`src/rtl/wp_gate_pkg.sv`:
```
package wp_gate_pkg;
  typedef logic [7:0] opc_t;

  localparam opc_t OPC_WRITE      = 8'h01;
  localparam opc_t OPC_WRITE_UNC  = 8'h04;
  localparam opc_t OPC_WRITE_ZERO = 8'h08;
  localparam opc_t OPC_FORMAT     = 8'h80;
  localparam opc_t OPC_SANITIZE   = 8'h84;

  typedef enum logic [1:0] {
    GS_IDLE = 2'd0,
    GS_FWD  = 2'd1,
    GS_CPL  = 2'd2
  } gate_state_e;

  function automatic logic opc_is_write(input opc_t opc);
    case (opc)
      OPC_WRITE, OPC_WRITE_UNC, OPC_WRITE_ZERO,
      OPC_FORMAT, OPC_SANITIZE: opc_is_write = 1'b1;
      default:                  opc_is_write = 1'b0;
    endcase
  endfunction
endpackage

```
`src/rtl/wp_pin_qualifier.sv`:
```
module wp_pin_qualifier #(
  parameter int QUAL_CYCLES = 1000000,
  parameter int SYNC_STAGES = 2
) (
  input  logic clk,
  input  logic rst_n,
  input  logic wp_n,
  output logic protect_qual
);
  localparam int CNT_MAX = QUAL_CYCLES + 1;
  localparam int CNT_W   = $clog2(CNT_MAX + 1);

  logic [SYNC_STAGES-1:0] sync_q;
  logic                   pin_on;
  logic [CNT_W-1:0]       hold_cnt;

  generate
    if (SYNC_STAGES == 1) begin : g_sync1
      always_ff @(posedge clk or negedge rst_n)
        if (!rst_n) sync_q <= '0;
        else        sync_q <= ~wp_n;
    end else begin : g_syncn
      always_ff @(posedge clk or negedge rst_n)
        if (!rst_n) sync_q <= '0;
        else        sync_q <= {sync_q[SYNC_STAGES-2:0], ~wp_n};
    end
  endgenerate

  assign pin_on = sync_q[SYNC_STAGES-1];

  always_ff @(posedge clk or negedge rst_n) begin
    if (!rst_n)                           hold_cnt <= '0;
    else if (!pin_on)                     hold_cnt <= '0;
    else if (hold_cnt != CNT_W'(CNT_MAX)) hold_cnt <= hold_cnt + 1'b1;
  end

  assign protect_qual = (hold_cnt == CNT_W'(CNT_MAX));

  // a released pin removes qualification on the next cycle
  assert_release_clears_R5: assert property (@(posedge clk) disable iff (!rst_n)
    !pin_on |=> !protect_qual);
  // qualification can only rise after the pin was already on
  assert_qual_needs_pin_R4: assert property (@(posedge clk) disable iff (!rst_n)
    $rose(protect_qual) |-> $past(pin_on));
endmodule

```
`src/rtl/wp_cmd_fsm.sv`:
```
module wp_cmd_fsm
  import wp_gate_pkg::*;
#(
  parameter int                STS_W    = 8,
  parameter logic [STS_W-1:0]  ERR_CODE = 8'h82
) (
  input  logic             clk,
  input  logic             rst_n,
  input  logic             cmd_valid,
  output logic             cmd_ready,
  input  opc_t             cmd_opcode,
  input  logic             is_write,
  input  logic             protect_qual,
  input  logic             err_mode,
  output logic             fwd_valid,
  input  logic             fwd_ready,
  output opc_t             fwd_opcode,
  output logic             cpl_valid,
  input  logic             cpl_ready,
  output logic [STS_W-1:0] cpl_status,
  output opc_t             cpl_opcode
);
  gate_state_e      state_q;
  opc_t             opc_q;
  logic [STS_W-1:0] sts_q;
  logic             accept;
  logic             block_now;

  assign accept    = cmd_valid && cmd_ready;
  assign block_now = is_write && protect_qual;

  always_ff @(posedge clk or negedge rst_n) begin
    if (!rst_n) begin
      state_q <= GS_IDLE;
      opc_q   <= '0;
      sts_q   <= '0;
    end else begin
      case (state_q)
        GS_IDLE: if (accept) begin
          opc_q   <= cmd_opcode;
          sts_q   <= err_mode ? ERR_CODE : '0;
          state_q <= block_now ? GS_CPL : GS_FWD;
        end
        GS_FWD:  if (fwd_ready) state_q <= GS_IDLE;
        GS_CPL:  if (cpl_ready) state_q <= GS_IDLE;
        default: state_q <= GS_IDLE;
      endcase
    end
  end

  assign cmd_ready  = (state_q == GS_IDLE);
  assign fwd_valid  = (state_q == GS_FWD);
  assign cpl_valid  = (state_q == GS_CPL);
  assign fwd_opcode = opc_q;
  assign cpl_opcode = opc_q;
  assign cpl_status = sts_q;

  // a blocked accept yields a completion on the next cycle
  assert_block_to_cpl_R8: assert property (@(posedge clk) disable iff (!rst_n)
    (accept && block_now) |=> (cpl_valid && !fwd_valid));
  // an unblocked accept yields a forward on the next cycle
  assert_pass_to_fwd_R3: assert property (@(posedge clk) disable iff (!rst_n)
    (accept && !block_now) |=> (fwd_valid && !cpl_valid));
  // a stalled forward holds its payload
  assert_fwd_hold_R9: assert property (@(posedge clk) disable iff (!rst_n)
    (fwd_valid && !fwd_ready) |=> (fwd_valid && $stable(fwd_opcode)));
  // a stalled completion holds its payload
  assert_cpl_hold_R8: assert property (@(posedge clk) disable iff (!rst_n)
    (cpl_valid && !cpl_ready) |=> (cpl_valid && $stable(cpl_status) && $stable(cpl_opcode)));
  // dummy-mode acceptance gives a zero status
  assert_dummy_zero_R6: assert property (@(posedge clk) disable iff (!rst_n)
    (accept && block_now && !err_mode) |=> (cpl_status == '0));
endmodule

```
`src/rtl/wp_cmd_gate.sv`:
```
module wp_cmd_gate
  import wp_gate_pkg::*;
#(
  parameter int               QUAL_CYCLES = 1000000,
  parameter int               SYNC_STAGES = 2,
  parameter int               STS_W       = 8,
  parameter logic [STS_W-1:0] ERR_CODE    = 8'h82
) (
  input  logic             clk,
  input  logic             rst_n,
  input  logic             wp_n,
  input  logic             err_mode,
  input  logic             cmd_valid,
  output logic             cmd_ready,
  input  logic [7:0]       cmd_opcode,
  output logic             fwd_valid,
  input  logic             fwd_ready,
  output logic [7:0]       fwd_opcode,
  output logic             cpl_valid,
  input  logic             cpl_ready,
  output logic [STS_W-1:0] cpl_status,
  output logic [7:0]       cpl_opcode
);
  logic protect_qual;
  logic is_write;

  assign is_write = opc_is_write(cmd_opcode);

  wp_pin_qualifier #(
    .QUAL_CYCLES (QUAL_CYCLES),
    .SYNC_STAGES (SYNC_STAGES)
  ) u_qual (
    .clk          (clk),
    .rst_n        (rst_n),
    .wp_n         (wp_n),
    .protect_qual (protect_qual)
  );

  wp_cmd_fsm #(
    .STS_W    (STS_W),
    .ERR_CODE (ERR_CODE)
  ) u_fsm (
    .clk          (clk),
    .rst_n        (rst_n),
    .cmd_valid    (cmd_valid),
    .cmd_ready    (cmd_ready),
    .cmd_opcode   (cmd_opcode),
    .is_write     (is_write),
    .protect_qual (protect_qual),
    .err_mode     (err_mode),
    .fwd_valid    (fwd_valid),
    .fwd_ready    (fwd_ready),
    .fwd_opcode   (fwd_opcode),
    .cpl_valid    (cpl_valid),
    .cpl_ready    (cpl_ready),
    .cpl_status   (cpl_status),
    .cpl_opcode   (cpl_opcode)
  );

  // a non-write command never produces a local completion
  assert_nonwrite_no_cpl_R2: assert property (@(posedge clk) disable iff (!rst_n)
    (cmd_valid && cmd_ready && !opc_is_write(cmd_opcode)) |=> !cpl_valid);
  // outputs are mutually exclusive and block intake
  assert_one_outcome_R8: assert property (@(posedge clk) disable iff (!rst_n)
    !(fwd_valid && cpl_valid) && !(cmd_ready && (fwd_valid || cpl_valid)));
endmodule

```
`config.mk`:
```
export PLATFORM = sky130hd
export DESIGN_NAME = wp_cmd_gate
export DESIGN_NICKNAME = d
export VERILOG_FILES = /design/src/rtl/wp_gate_pkg.sv /design/src/rtl/wp_pin_qualifier.sv /design/src/rtl/wp_cmd_fsm.sv /design/src/rtl/wp_cmd_gate.sv
export SDC_FILE = /design/constraint.sdc
export NUM_CORES = 1
export LEC_CHECK = 0
export BUFFER_PORTS_ARGS = -buffer_cell sky130_fd_sc_hd__buf_2
export CAP_MARGIN = 20
export CORE_MARGIN = 1.5
export CORE_UTILIZATION = 52
export CTS_CLUSTER_SIZE = 28
export DETAILED_ROUTE_END_ITERATION = 10
export PLACE_DENSITY = 0.89
export SLEW_MARGIN = 5
export SYNTH_ARGS = -nofsm -noshare
export SYNTH_HDL_FRONTEND = slang
export SYNTH_SLANG_ARGS = --single-unit
```
`constraint.sdc`:
```
create_clock -name clk -period 2.15 [get_ports clk]
set_input_delay 0.43 -clock clk [delete_from_list [all_inputs] [get_ports clk]]
set_output_delay 0.43 -clock clk [all_outputs]
set_load 0.005 [all_outputs]
```
# [After elaboration in Yosys (flattened, before gate mapping)]
# Cells that the tools add are included.
[op_classes] n_mux=9 n_reduce_logical=6 bitwise_logic=1 add_sub_neg=1 n_eq_ne=13
[op_table] operator="two-way mux 20 bit" count=2
[op_table] operator="adder 20 x 1 -> 20 bit, second input constant" count=1
[op_table] operator="equality test 20 bit, second input constant" count=1
[op_table] operator="inequality test 20 bit, second input constant" count=1
[op_table] operator="equality test 8 bit, second input constant" count=2
[op_table] operator="equality test 8 x 1 -> 1 bit, second input constant" count=1
[op_table] operator="equality test 8 x 3 -> 1 bit, second input constant" count=1
[op_table] operator="equality test 8 x 4 -> 1 bit, second input constant" count=1
[op_table] operator="two-way mux 2 bit" count=4
[op_table] operator="two-way mux 8 bit" count=1
[op_table] operator="one-hot mux 2 bit (3 select lines)" count=1
[op_table] operator="OR reduction 5 bit" count=1
[op_table] operator="inequality test 2 x 1 -> 1 bit, second input constant" count=2
[op_table] operator="inequality test 2 bit, second input constant" count=2
[op_table] operator="AND reduction 3 bit" count=1
[op_table] operator="equality test 2 x 1 -> 1 bit, second input constant" count=1
[op_table] operator="equality test 2 bit, second input constant" count=1
[op_table] operator="logical AND 1 bit" count=2
[op_table] operator="zero test 2 bit" count=1
[op_table] operator="AND reduction 2 bit" count=1
[op_table] operator="two-way mux 1 bit" count=1
[op_table] operator="inverter 1 bit" count=1
[totals] ff_bits=40 elab_cells=35 out_inout_bits=27 input_bits=15

# [Depth between registers and ports, before layout]
# Gate-level depths: netlist of the first run.
[logic_depth] word_depth=7 ltp_mapped=6 ltp_nobuf=6

# [Hierarchy]
# A second synthesis of the first run with hierarchy kept.
[unflattened] hier_cells=168 hier_area_um2=1761.7
[modules_own_cells] mod="wp_pin_qualifier" area_per_inst_um2=1112.3 seq_area_each_um2=550.5 n_inst=1 cells_per_inst=114
[modules_own_cells] mod="wp_cmd_fsm" area_per_inst_um2=610.6 seq_area_each_um2=275.3 n_inst=1 cells_per_inst=48
[modules_own_cells] mod="wp_cmd_gate" area_per_inst_um2=38.8 seq_area_each_um2=0.0 n_inst=1 cells_per_inst=6

# [Least setup slack after synthesis of the first run]
# No wires, ideal clock.
[synth_path] kind="register to register" start="register u_qual.hold_cnt[1]" end="register u_fsm.state_q[0]" path_stages_with_launch=7 t_arrival_ps=1704 setup_time_ps=121 setup_slack_ps=325 n_path_buf=0 required_ps=2029 period_less_slack_ps=1825 cell_sequence="dfrtp_1 inv_1 ha_1 or4bb_1 nor3_4 o2111ai_1 a22o_1"
[synth_via] elab_chain_cells=5
[synth_rtl] element="from (decl)" line="wp_pin_qualifier.sv:15" source="logic [CNT_W-1:0] hold_cnt;"
[synth_rtl] element="from (signal assigned)" line="wp_pin_qualifier.sv:34" source="else if (hold_cnt != CNT_W'(CNT_MAX)) hold_cnt <= hold_cnt + 1'b1;"
[synth_rtl] element="equality test 20 bit" line="wp_pin_qualifier.sv:37" source="assign protect_qual = (hold_cnt == CNT_W'(CNT_MAX));"
[synth_rtl] element="logical AND 1 bit" line="wp_cmd_fsm.sv:30" source="assign block_now = is_write && protect_qual;"
[synth_rtl] element="two-way mux 2 bit" line="wp_cmd_fsm.sv:42" source="state_q <= block_now ? GS_CPL : GS_FWD;"
[synth_rtl] element="two-way mux 2 bit" line="wp_cmd_fsm.sv:39" source="GS_IDLE: if (accept) begin"
[synth_rtl] element="one-hot mux 2 bit (3 select lines)" line="wp_cmd_fsm.sv:38" source="case (state_q)"
[synth_rtl] element="to (signal assigned)" line="wp_cmd_fsm.sv:42"
[synth_rtl] element="to (decl)" line="wp_cmd_fsm.sv:23" source="gate_state_e state_q;"
# Every way passes these cells. The select of a mux whose other input is x is not followed.
# A chain may end at the register's enable or synchronous reset.

# [Worst setup path in the final report of the first run]
# Same ends and word-level chain as after synthesis.

==> flow_metrics.env, run 1 <==
export IMPL_synth_edf_count=0
export IMPL_synth_cells=161
export IMPL_path_delay_family="simple AND/OR/NAND/NOR gates"
export IMPL_max_stage_delay_ps=520
export IMPL_yosysMostFrequentCell="dfrtp_1"
export IMPL_grt_antenna_before_repair=0
export IMPL_async_flop_share_pct=100
export IMPL_worst_ep_arrival_time_ps=2170
export IMPL_vias=1234
export IMPL_min_period_ps=1930
export IMPL_placed_area_um2=1830
export IMPL_cp_cell_sequence="inv_1 -> ha_1 -> or4bb_1 -> nor3_4 -> o2111ai_1 -> a22o_1"
export IMPL_wl_met2_mm=1.34
export IMPL_setup_tns_final_ps=0
export IMPL_grt_pass1_wl_mm=4.73
export IMPL_synth_distinct_cells=47
export IMPL_synth_top_cell_area_share_pct=48.1
export IMPL_cts_repair_resized=0
export IMPL_grt_pass1_vias=1113
export IMPL_path_class="reg -> reg"
export IMPL_dp_cells=225
export IMPL_drt_iter0_markers=24
export IMPL_fill_cells=277
export IMPL_root_buffer="clkbuf_4"
export IMPL_htree_levels=2
export IMPL_yosys_warnings=0
export IMPL_synth_largest_area_cell="dfrtp_1"
export IMPL_top_layer="met4"
export IMPL_yosys_top_cells_area="dfrtp_1 (48%), buf_4 (7.0%), mux2_2 (5.9%)"
export IMPL_post_route_period_util_pct=89.7
export IMPL_gp_congestion=0.808
export IMPL_overflow=0
export IMPL_ir_drop_mv=0.414
export IMPL_port_buffers=35
export IMPL_final_cells=233
export IMPL_rows=20
export IMPL_setup_viol=0
export IMPL_power_leakage_nw=0.869
export IMPL_met3_length_um=159
export IMPL_tightest_slew_ps=712
export IMPL_cts_buffer_depth=2
export IMPL_synth_ff_type="dfrtp_1"
export IMPL_hold_viol=0
export IMPL_drv_cap=0
export IMPL_postCtsSetupRepairBufs=0
export IMPL_ant_nets=0
export IMPL_cts_reportedPaths_clkPinSlew_ps=110
export IMPL_start_kind="register"
export IMPL_dp_hpwl_mm=2.05
export IMPL_grt_start_max_net_pins=34
export IMPL_wl_per_cell_um=12.7
export IMPL_fmaxAchievable_mhz=519
export IMPL_worstPathRequired_ps=2390
export IMPL_syn_avg_cell_area_um2=10.7
export IMPL_fin_nets=205
export IMPL_status="finished, final reports clean"
export IMPL_ff2ff_setup_slack_ps=220
export IMPL_wl_met1_mm=1.41
export IMPL_slew_violations=0
export IMPL_layout_drive_gt1_share_pct=31.7
export IMPL_die_w_um=60.5
export IMPL_hold_slack_ps=125
export IMPL_crit_buf_inv=1
export IMPL_dieHeight_um=60.5
export IMPL_totalWireLength_mm=2.96
export IMPL_skew_ps=10.5
export IMPL_antenna_cells=0
export IMPL_relSlewSlack_pct=52.5
export IMPL_postSynthRegisterBits=33
export IMPL_pin_count=42
export IMPL_coreArea_um2=3100
export IMPL_power_mw=1.24
export IMPL_clk_latency_ps=340
export IMPL_hold_path_class="in -> async"
export IMPL_start_util_pct=55.3
export IMPL_firstDrtPassIters=4
export IMPL_syn_area_um2=1720
export IMPL_cpMaxStageDelayCell="or4bb_1"
export IMPL_cts_tree="yes"
export IMPL_fin_area_um2=1880
export IMPL_cts_buffers=5
export IMPL_vias_per_cell=5.30
export IMPL_path_max_fanout=6
export IMPL_synthTopCellsByCount="dfrtp_1 (33), buf_4 (16), nor2_1 (12)"
export IMPL_synth_seq_area_share_pct=48.1
export IMPL_p_per_area_nw_per_um2=659
export IMPL_drc=0
export IMPL_area_growth_synth_to_final_pct=9.69
export IMPL_cp_end_kind="register"
export IMPL_hold_buffers=0
export IMPL_rsz0062_at_grt="no"
export IMPL_cts_sinks=33
export IMPL_dieArea_um2=3650
export IMPL_track_usage_pct=18.1
==> layout by cell type (no fill, tap or decap), types with 2 or more instances in the layout <==
cell type and instances:
o31ai_1 3, xor2_1 10, nor2_1 12, nand4_1 6, or4_1 4, a21boi_0 2, nor2b_1 2, inv_1 6
nor3_1 2, a21oi_1 6, ha_1 2, dfrtp_1 33, conb_1 6, and4_1 2, o21ai_0 3, or4bb_1 2
mux2_2 9, nand3_1 5, or3_1 2, and2_1 2, clkinv_2 2, buf_2 35, nand2_1 5, clkbuf_4 5
==> report_power, final <==
part | switching [mW] | internal (mW) | leakage [nW] | total (mW)
sequential | 0.0307 | 0.668 | 0.431 | 0.698
combinational | 0.0900 | 0.110 | 0.407 | 0.200
clock | 0.219 | 0.123 | 0.0310 | 0.342
total | 0.340 | 0.901 | 0.869 | 1.24
==> layer usage <==
metal / up-vias / GRT usage (%)
li1: 604 / -
met1: 578 / 21.9
met2: 45 / 29.7
met3: 7 / 5.12
met4: 0 / 9.32
met5: - / 0
==> layout make-up <==
cell class | instances | area, µm² | share of cell area (%)
Inverter | 7 | 26.3 | 1.40
Clock buffer | 5 | 37.5 | 1.99
Sequential cell | 33 | 826 | 43.9
Tap cell | 44 | 55.1 | 2.92
Clock inverter | 3 | 17.5 | 0.930
Multi-Input combinational cell | 106 | 746 | 39.6
Timing Repair Buffer | 35 | 175 | 9.30
==> registers in the layout, indices dropped and copies added, names as in the netlist <==
name              cells
u_fsm.cpl_opcode      8
u_fsm.cpl_status      1
u_fsm.state_q         2
u_qual.hold_cnt      20
u_qual.sync_q         2
==> per-stage QoR <==
step | util, % | worst slack, ps
floorplan | - | 325
global placement | 58.9 | 264
detailed placement | 58.9 | 219
CTS | 60.7 | 219
global route | 60.7 | 111
finish | 60.7 | 222
==> final timing paths <==
kind | from | to | cells after the start
worst max-delay path | u_qual.hold_cnt[1]$_DFFE_PN0P_ | u_fsm.state_q[0]$_DFFE_PN0P_ | 6
worst min register to register | u_qual.sync_q[0]$_DFF_PN0_ | u_qual.sync_q[1]$_DFF_PN0_ | 0
worst max register to register | u_qual.hold_cnt[1]$_DFFE_PN0P_ | u_fsm.state_q[0]$_DFFE_PN0P_ | 6
min in group clk | wp_n | u_qual.sync_q[0]$_DFF_PN0_ | 2
max in group asynchronous | rst_n | u_qual.hold_cnt[7]$_DFFE_PN0P_ | 1
worst min-delay path | rst_n | u_fsm.cpl_opcode[0]$_DFFE_PN0P_ | 1
==> logic make-up (layout without fill, tap and decap cells) <==
kind of cell	count (synthesis)	after routing	share of synthesized area [%]
simple gates	57	57	20.8
other cells	1	6	0.218
xor+xnor	11	11	5.61
flops	33	33	48.1
mux	10	10	6.49
fa+ha+maj	2	2	1.46
buf+inv	27	50	9.55
compound gates	20	20	7.73
No activity file was read; power rests on OpenSTA's default activity.
==> inputs of run 2 (changes only) <==
Settings changed: CORE_ASPECT_RATIO set to 1.2.
Clock period 2.15 ns to 2.1 ns, I/O delays scaled along.
==> run 2 against run 1 <==
Net effect: critical path depth is 1 higher; via count grew 2.9%; power up 1.1%; first-iteration DRC count grew 33%; largest cell class unchanged; critical endpoint is now u_qual.hold_cnt[0]$_DFFE_PN0P_; non-clock buffer count rose by 2; clock power shrank 3%; wire length grew 0.44%; die area hardly changed; sequential cell count did not move; count of clock-buffer cells in the layout is 3 higher; final cell count down 2.6%.
==> flow_metrics.env, run 2 (synthesis gave the netlist of run 1 again) <==
export IMPL_rows=22
export IMPL_power_leakage_nw=0.876
export IMPL_cts_buffer_depth=2
export IMPL_final_cell_mix="buf_2 (35), dfrtp_1 (33), nor2_1 (12)"
export IMPL_start_util_pct=55.2
export IMPL_port_buffers=35
export IMPL_final_cells=227
export IMPL_path_class="reg -> reg"
export IMPL_cts_buffers=5
export IMPL_cts_reportedPaths_clkPinSlew_ps=90
export IMPL_vias=1270
export IMPL_start_kind="register"
export IMPL_largest_register_ffs=20
export IMPL_dp_hpwl_mm=2.14
export IMPL_gp_congestion=0.819
export IMPL_relSlewSlack_pct=53.2
export IMPL_fin_nets=207
export IMPL_pin_count=42
export IMPL_skew_ps=8.04
export IMPL_totalWireLength_mm=2.98
export IMPL_drc=0
export IMPL_p_per_area_nw_per_um2=667
export IMPL_cp_end_kind="register"
export IMPL_post_route_period_util_pct=89.3
export IMPL_grt_pass1_vias=1239
export IMPL_setup_viol=0
export IMPL_drt_iter0_markers=32
export IMPL_ant_nets=0
export IMPL_hold_viol=0
export IMPL_wl_per_cell_um=13.1
export IMPL_final_common_cell="buf_2"
export IMPL_clk_latency_ps=330
export IMPL_die_w_um=55.5
export IMPL_ir_drop_mv=0.518
export IMPL_status="finished, final reports clean"
export IMPL_slew_violations=0
export IMPL_grt_antenna_before_repair=0
export IMPL_drv_cap=0
export IMPL_path_max_fanout=4
export IMPL_track_usage_pct=18.4
export IMPL_area_growth_synth_to_final_pct=9.62
export IMPL_cts_sinks=33
export IMPL_firstDrtPassIters=4
export IMPL_fmaxAchievable_mhz=533
export IMPL_dieHeight_um=65.9
export IMPL_rsz0062_at_grt="no"
export IMPL_htree_levels=2
export IMPL_coreArea_um2=3110
export IMPL_grt_pass1_wl_mm=5.20
export IMPL_tightest_slew_ps=702
export IMPL_dieArea_um2=3660
export IMPL_overflow=0
export IMPL_vias_per_cell=5.59
export IMPL_cts_tree="yes"
export IMPL_antenna_cells=0
export IMPL_layout_drive_gt1_share_pct=30.9
export IMPL_dp_cells=218
export IMPL_worst_ep_arrival_time_ps=2120
export IMPL_setup_tns_final_ps=0
export IMPL_hold_path_class="in -> async"
export IMPL_min_period_ps=1880
export IMPL_root_buffer="clkbuf_4"
export IMPL_worstPathRequired_ps=2350
export IMPL_largest_register="u_qual.hold_cnt"
export IMPL_grt_start_max_net_pins=34
[run 2: changes by cell type in the layout (fill, tap and decap cells not counted)]
cell,previous run,this run
clkinv_2,2,0
buf_4,0,2
clkinvlp_4,1,0
clkbuf_1,0,3
[run 2: report_power, final]
part / total (mW) / internal [mW] / leakage [nW] / switching [mW]
logic: 0.204 / 0.113 / 0.418 / 0.0914
clock network: 0.333 / 0.133 / 0.0265 / 0.200
registers: 0.717 / 0.684 / 0.431 / 0.0332
total: 1.25 / 0.930 / 0.876 / 0.325
[run 2: final cells by class]
cell class                 count  area, µm²
fill                         274       1230
timing repair buffer          37        190
multi-input combinational    106        746
tap                           36       45.0
clock buffer                   8       48.8
sequential                    33        826
inverter                       7       26.3
[run 2: critical path, stage by stage, from the launching register on]
cell	delay, ps
dfrtp_1	410
inv_1	80
ha_1	130
or4bb_1	530
nor3_4	220
buf_4	160
a21boi_0	80
nor3b_1	190
[run 2: worst paths after layout]
| check | endpoint | startpoint | slack (ps) | cells after the start |
|---|---|---|---|---|
| worst min register to register | u_qual.sync_q[1]$_DFF_PN0_ | u_qual.sync_q[0]$_DFF_PN0_ | 360 | 0 |
| worst max-delay path | u_qual.hold_cnt[0]$_DFFE_PN0P_ | u_qual.hold_cnt[1]$_DFFE_PN0P_ | 220 | 7 |
| worst min-delay path | u_fsm.cpl_opcode[0]$_DFFE_PN0P_ | rst_n | 120 | 1 |
| max in group asynchronous | u_qual.hold_cnt[7]$_DFFE_PN0P_ | rst_n | 1520 | 1 |
| min in group clk | u_qual.sync_q[0]$_DFF_PN0_ | wp_n | 220 | 2 |
| worst max register to register | u_qual.hold_cnt[0]$_DFFE_PN0P_ | u_qual.hold_cnt[1]$_DFFE_PN0P_ | 220 | 7 |
[run 2: timing repair]
action                                  CTS  global route
resized for setup                         0             0
buffers inserted                          0             1
hold buffers                              0             0
endpoints found under the setup margin    0             2
[run 2: metal layers]
metal,up-vias,global-route usage (%),wire length [µm]
li1,605,-,-
met1,619,19.9,1230
met2,38,32.6,1510
met3,8,4.89,159
met4,0,10.7,70
met5,-,0,0
[run 2: stage by stage]
step / power, mW / cell area (µm²) / hold slack, ps / worst slack, ps / utilization [%]
global placement: 0.929 / 1830 / 334 / 218 / 58.7
floorplan: 0.880 / 1740 / 124 / 275 / -
finish: 1.25 / 1880 / 121 / 225 / 60.5
CTS: 1.28 / 1870 / 147 / 117 / 60.3
detailed placement: 0.939 / 1830 / 343 / 130 / 58.7
global route: 1.32 / 1880 / 174 / 65.2 / 60.5
==> inputs of run 3 (changes only) <==
Settings changed: CORE_UTILIZATION 52 to 51, PLACE_DENSITY 0.89 to 0.88.
==> run 3 against run 2 <==
Net effect: combinational power about the same; final area up 0.47%; largest cell class unchanged; global-route usage up 0.34 points; maximum frequency down 3.2%; sequential share of layout area down 0.20 points; final cell count unchanged; clock power up 4%; die area up 1.9%.
==> flow_metrics.env, run 3 (synthesis gave the netlist of run 1 again) <==
export IMPL_hold_path_class="in -> async"
export IMPL_rows=22
export IMPL_final_cell_mix="buf_2 (35), dfrtp_1 (33), nor2_1 (12)"
export IMPL_seq_area_um2=826
export IMPL_cts_sinks=33
export IMPL_cts_reportedPaths_clkPinSlew_ps=100
export IMPL_grt_start_max_net_pins=34
export IMPL_min_period_ps=1940
export IMPL_r2r_start="u_qual.hold_cnt[1]$_DFFE_PN0P_"
export IMPL_firstDrtPassIters=4
export IMPL_port_buffers=35
export IMPL_internal_power_mw=0.925
export IMPL_grt_pass1_vias=1209
export IMPL_post_route_util_pct=60.2
export IMPL_p_sw_share_pct=27.1
export IMPL_final_common_cell="buf_2"
export IMPL_dieHeight_um=66.6
export IMPL_crit_buf_inv=1
export IMPL_totalWireLength_mm=3.06
export IMPL_r2r_cells=6
export IMPL_die_w_um=56.0
export IMPL_p_comb_share_pct=16.4
export IMPL_pwr_share_seq_pct=56.4
export IMPL_setup_worst_path_end="u_qual.hold_cnt[1]$_DFFE_PN0P_"
export IMPL_largest_register_ffs=20
export IMPL_largest_register="u_qual.hold_cnt"
export IMPL_cts_buffers=5
export IMPL_cts_buffer_depth=2
export IMPL_status="finished, final reports clean"
export IMPL_rsz0062_at_grt="no"
export IMPL_area_growth_synth_to_final_pct=10.1
export IMPL_r2r_end="u_qual.hold_cnt[1]$_DFFE_PN0P_"
export IMPL_clkPwrFrac_pct=27.2
export IMPL_grt_pass1_wl_mm=5.32
export IMPL_ff2ff_setup_slack_ps=160
export IMPL_fill_cells=269
export IMPL_cp_end_kind="register"
export IMPL_multiInputGateArea_um2=752
export IMPL_overflow=0
export IMPL_post_route_period_util_pct=92.2
export IMPL_slew_violations=0
export IMPL_layout_drive_gt1_share_pct=32.5
export IMPL_relSlewSlack_pct=52.8
export IMPL_cts_tree="yes"
export IMPL_cpMaxStageDelayCell="or4bb_1"
export IMPL_dieArea_um2=3720
export IMPL_htree_levels=2
export IMPL_crit_path_start="u_qual.hold_cnt[1]$_DFFE_PN0P_"
export IMPL_path_class="reg -> reg"
export IMPL_ant_nets=0
export IMPL_p_per_area_nw_per_um2=671
export IMPL_dp_hpwl_mm=2.18
export IMPL_track_usage_pct=18.8
export IMPL_setup_viol=0
export IMPL_path_depth=6
export IMPL_cp_cell_sequence="inv_1 -> ha_1 -> or4bb_1 -> nor3_4 -> a21boi_1 -> a311oi_2"
export IMPL_setup_tns_final_ps=0
export IMPL_grt_antenna_before_repair=0
export IMPL_path_delay_family="simple AND/OR/NAND/NOR gates"
export IMPL_hold_viol=0
export IMPL_drc=0
export IMPL_power_leakage_nw=0.882
export IMPL_wl_per_cell_um=13.5
export IMPL_vias_per_cell=5.54
export IMPL_clk_latency_ps=340
export IMPL_worstPathRequired_ps=2330
export IMPL_worst_ep_arrival_time_ps=2170
export IMPL_drv_cap=0
export IMPL_coreArea_um2=3140
export IMPL_gp_congestion=0.824
export IMPL_fmaxAchievable_mhz=516
export IMPL_skew_ps=9.05
export IMPL_path_max_fanout=4
export IMPL_start_util_pct=54.7
export IMPL_ir_drop_mv=0.434
export IMPL_p_switching_mw=0.344
export IMPL_max_stage_delay_ps=530
export IMPL_root_buffer="clkbuf_4"
export IMPL_antenna_cells=0
export IMPL_start_kind="register"
export IMPL_pin_count=42
export IMPL_fin_nets=207
export IMPL_vias=1258
export IMPL_drt_iter0_markers=22
export IMPL_tightest_slew_ps=708
-- run 3: cell types whose count changed in the layout (fill, tap and decap cells not counted) --
cell / previous run / this run
clkinv_2: 0 / 2
a311oi_2: 0 / 1
clkbuf_1: 3 / 1
a311oi_1: 1 / 0
-- run 3: what timing repair did --
item,in CTS,in global routing
hold buffers,0,0
gates resized for setup,0,1
endpoints found under the setup margin,0,1
buffers inserted,0,1
endpoints found under the hold margin,0,0
-- run 3: worst register-to-register path, cell delays in order, from the launching register on --
cell,delay (ps)
dfrtp_1,410
inv_1,100
ha_1,150
or4bb_1,530
nor3_4,230
a21boi_1,120
a311oi_2,290
-- run 3: worst min path at each step --
stage | slack [ps] | depth (start not counted) | start | end
finish | 110 | 1 | rst_n | u_fsm.cpl_opcode[5]$_DFFE_PN0P_
global route | 160 | 1 | rst_n | u_fsm.cpl_opcode[5]$_DFFE_PN0P_
CTS | 140 | 1 | rst_n | u_fsm.cpl_opcode[5]$_DFFE_PN0P_
detailed placement | 340 | 0 | u_qual.sync_q[0]$_DFF_PN0_ | u_qual.sync_q[1]$_DFF_PN0_
global placement | 330 | 0 | u_qual.sync_q[0]$_DFF_PN0_ | u_qual.sync_q[1]$_DFF_PN0_
floorplan | 120 | 0 | rst_n | u_fsm.cpl_opcode[0]$_DFFE_PN0P_
-- run 3: area by class of cell --
type,instances,share of cell area (%)
repair buffers,37,10.1
well taps,36,2.38
clock buffers,6,2.18
multi-input cells,106,39.8
flip-flops and latches,33,43.7
clock inverters,2,0.529
inverters,7,1.39
-- run 3: power groups by stage --
stage	combinational, mW	sequential (mW)	clock (mW)
after floorplan	0.147	0.732	0
after global placement	0.204	0.725	0
after detailed placement	0.208	0.729	0
after CTS	0.209	0.716	0.353
after global routing	0.228	0.723	0.387
final	0.207	0.716	0.345
-- run 3: through the flow --
step / instances / hold WS (ps) / setup slack [ps] / cell area (µm²) / power (mW)
floorplan: 166 / 124 / 275 / 1740 / 0.880
global placement: 218 / 334 / 215 / 1830 / 0.929
detailed placement: 218 / 336 / 150 / 1830 / 0.937
CTS: 226 / 138 / 131 / 1880 / 1.28
global route: 227 / 159 / 59.2 / 1890 / 1.34
finish: 227 / 111 / 163 / 1890 / 1.27
-- run 3: per-layer routing --
layer / GRT usage [%] / part of all wire [%]
met5: 0 / 0
met4: 5.95 / 1.5
met3: 6.80 / 6.6
met2: 33.7 / 50
met1: 20.7 / 42
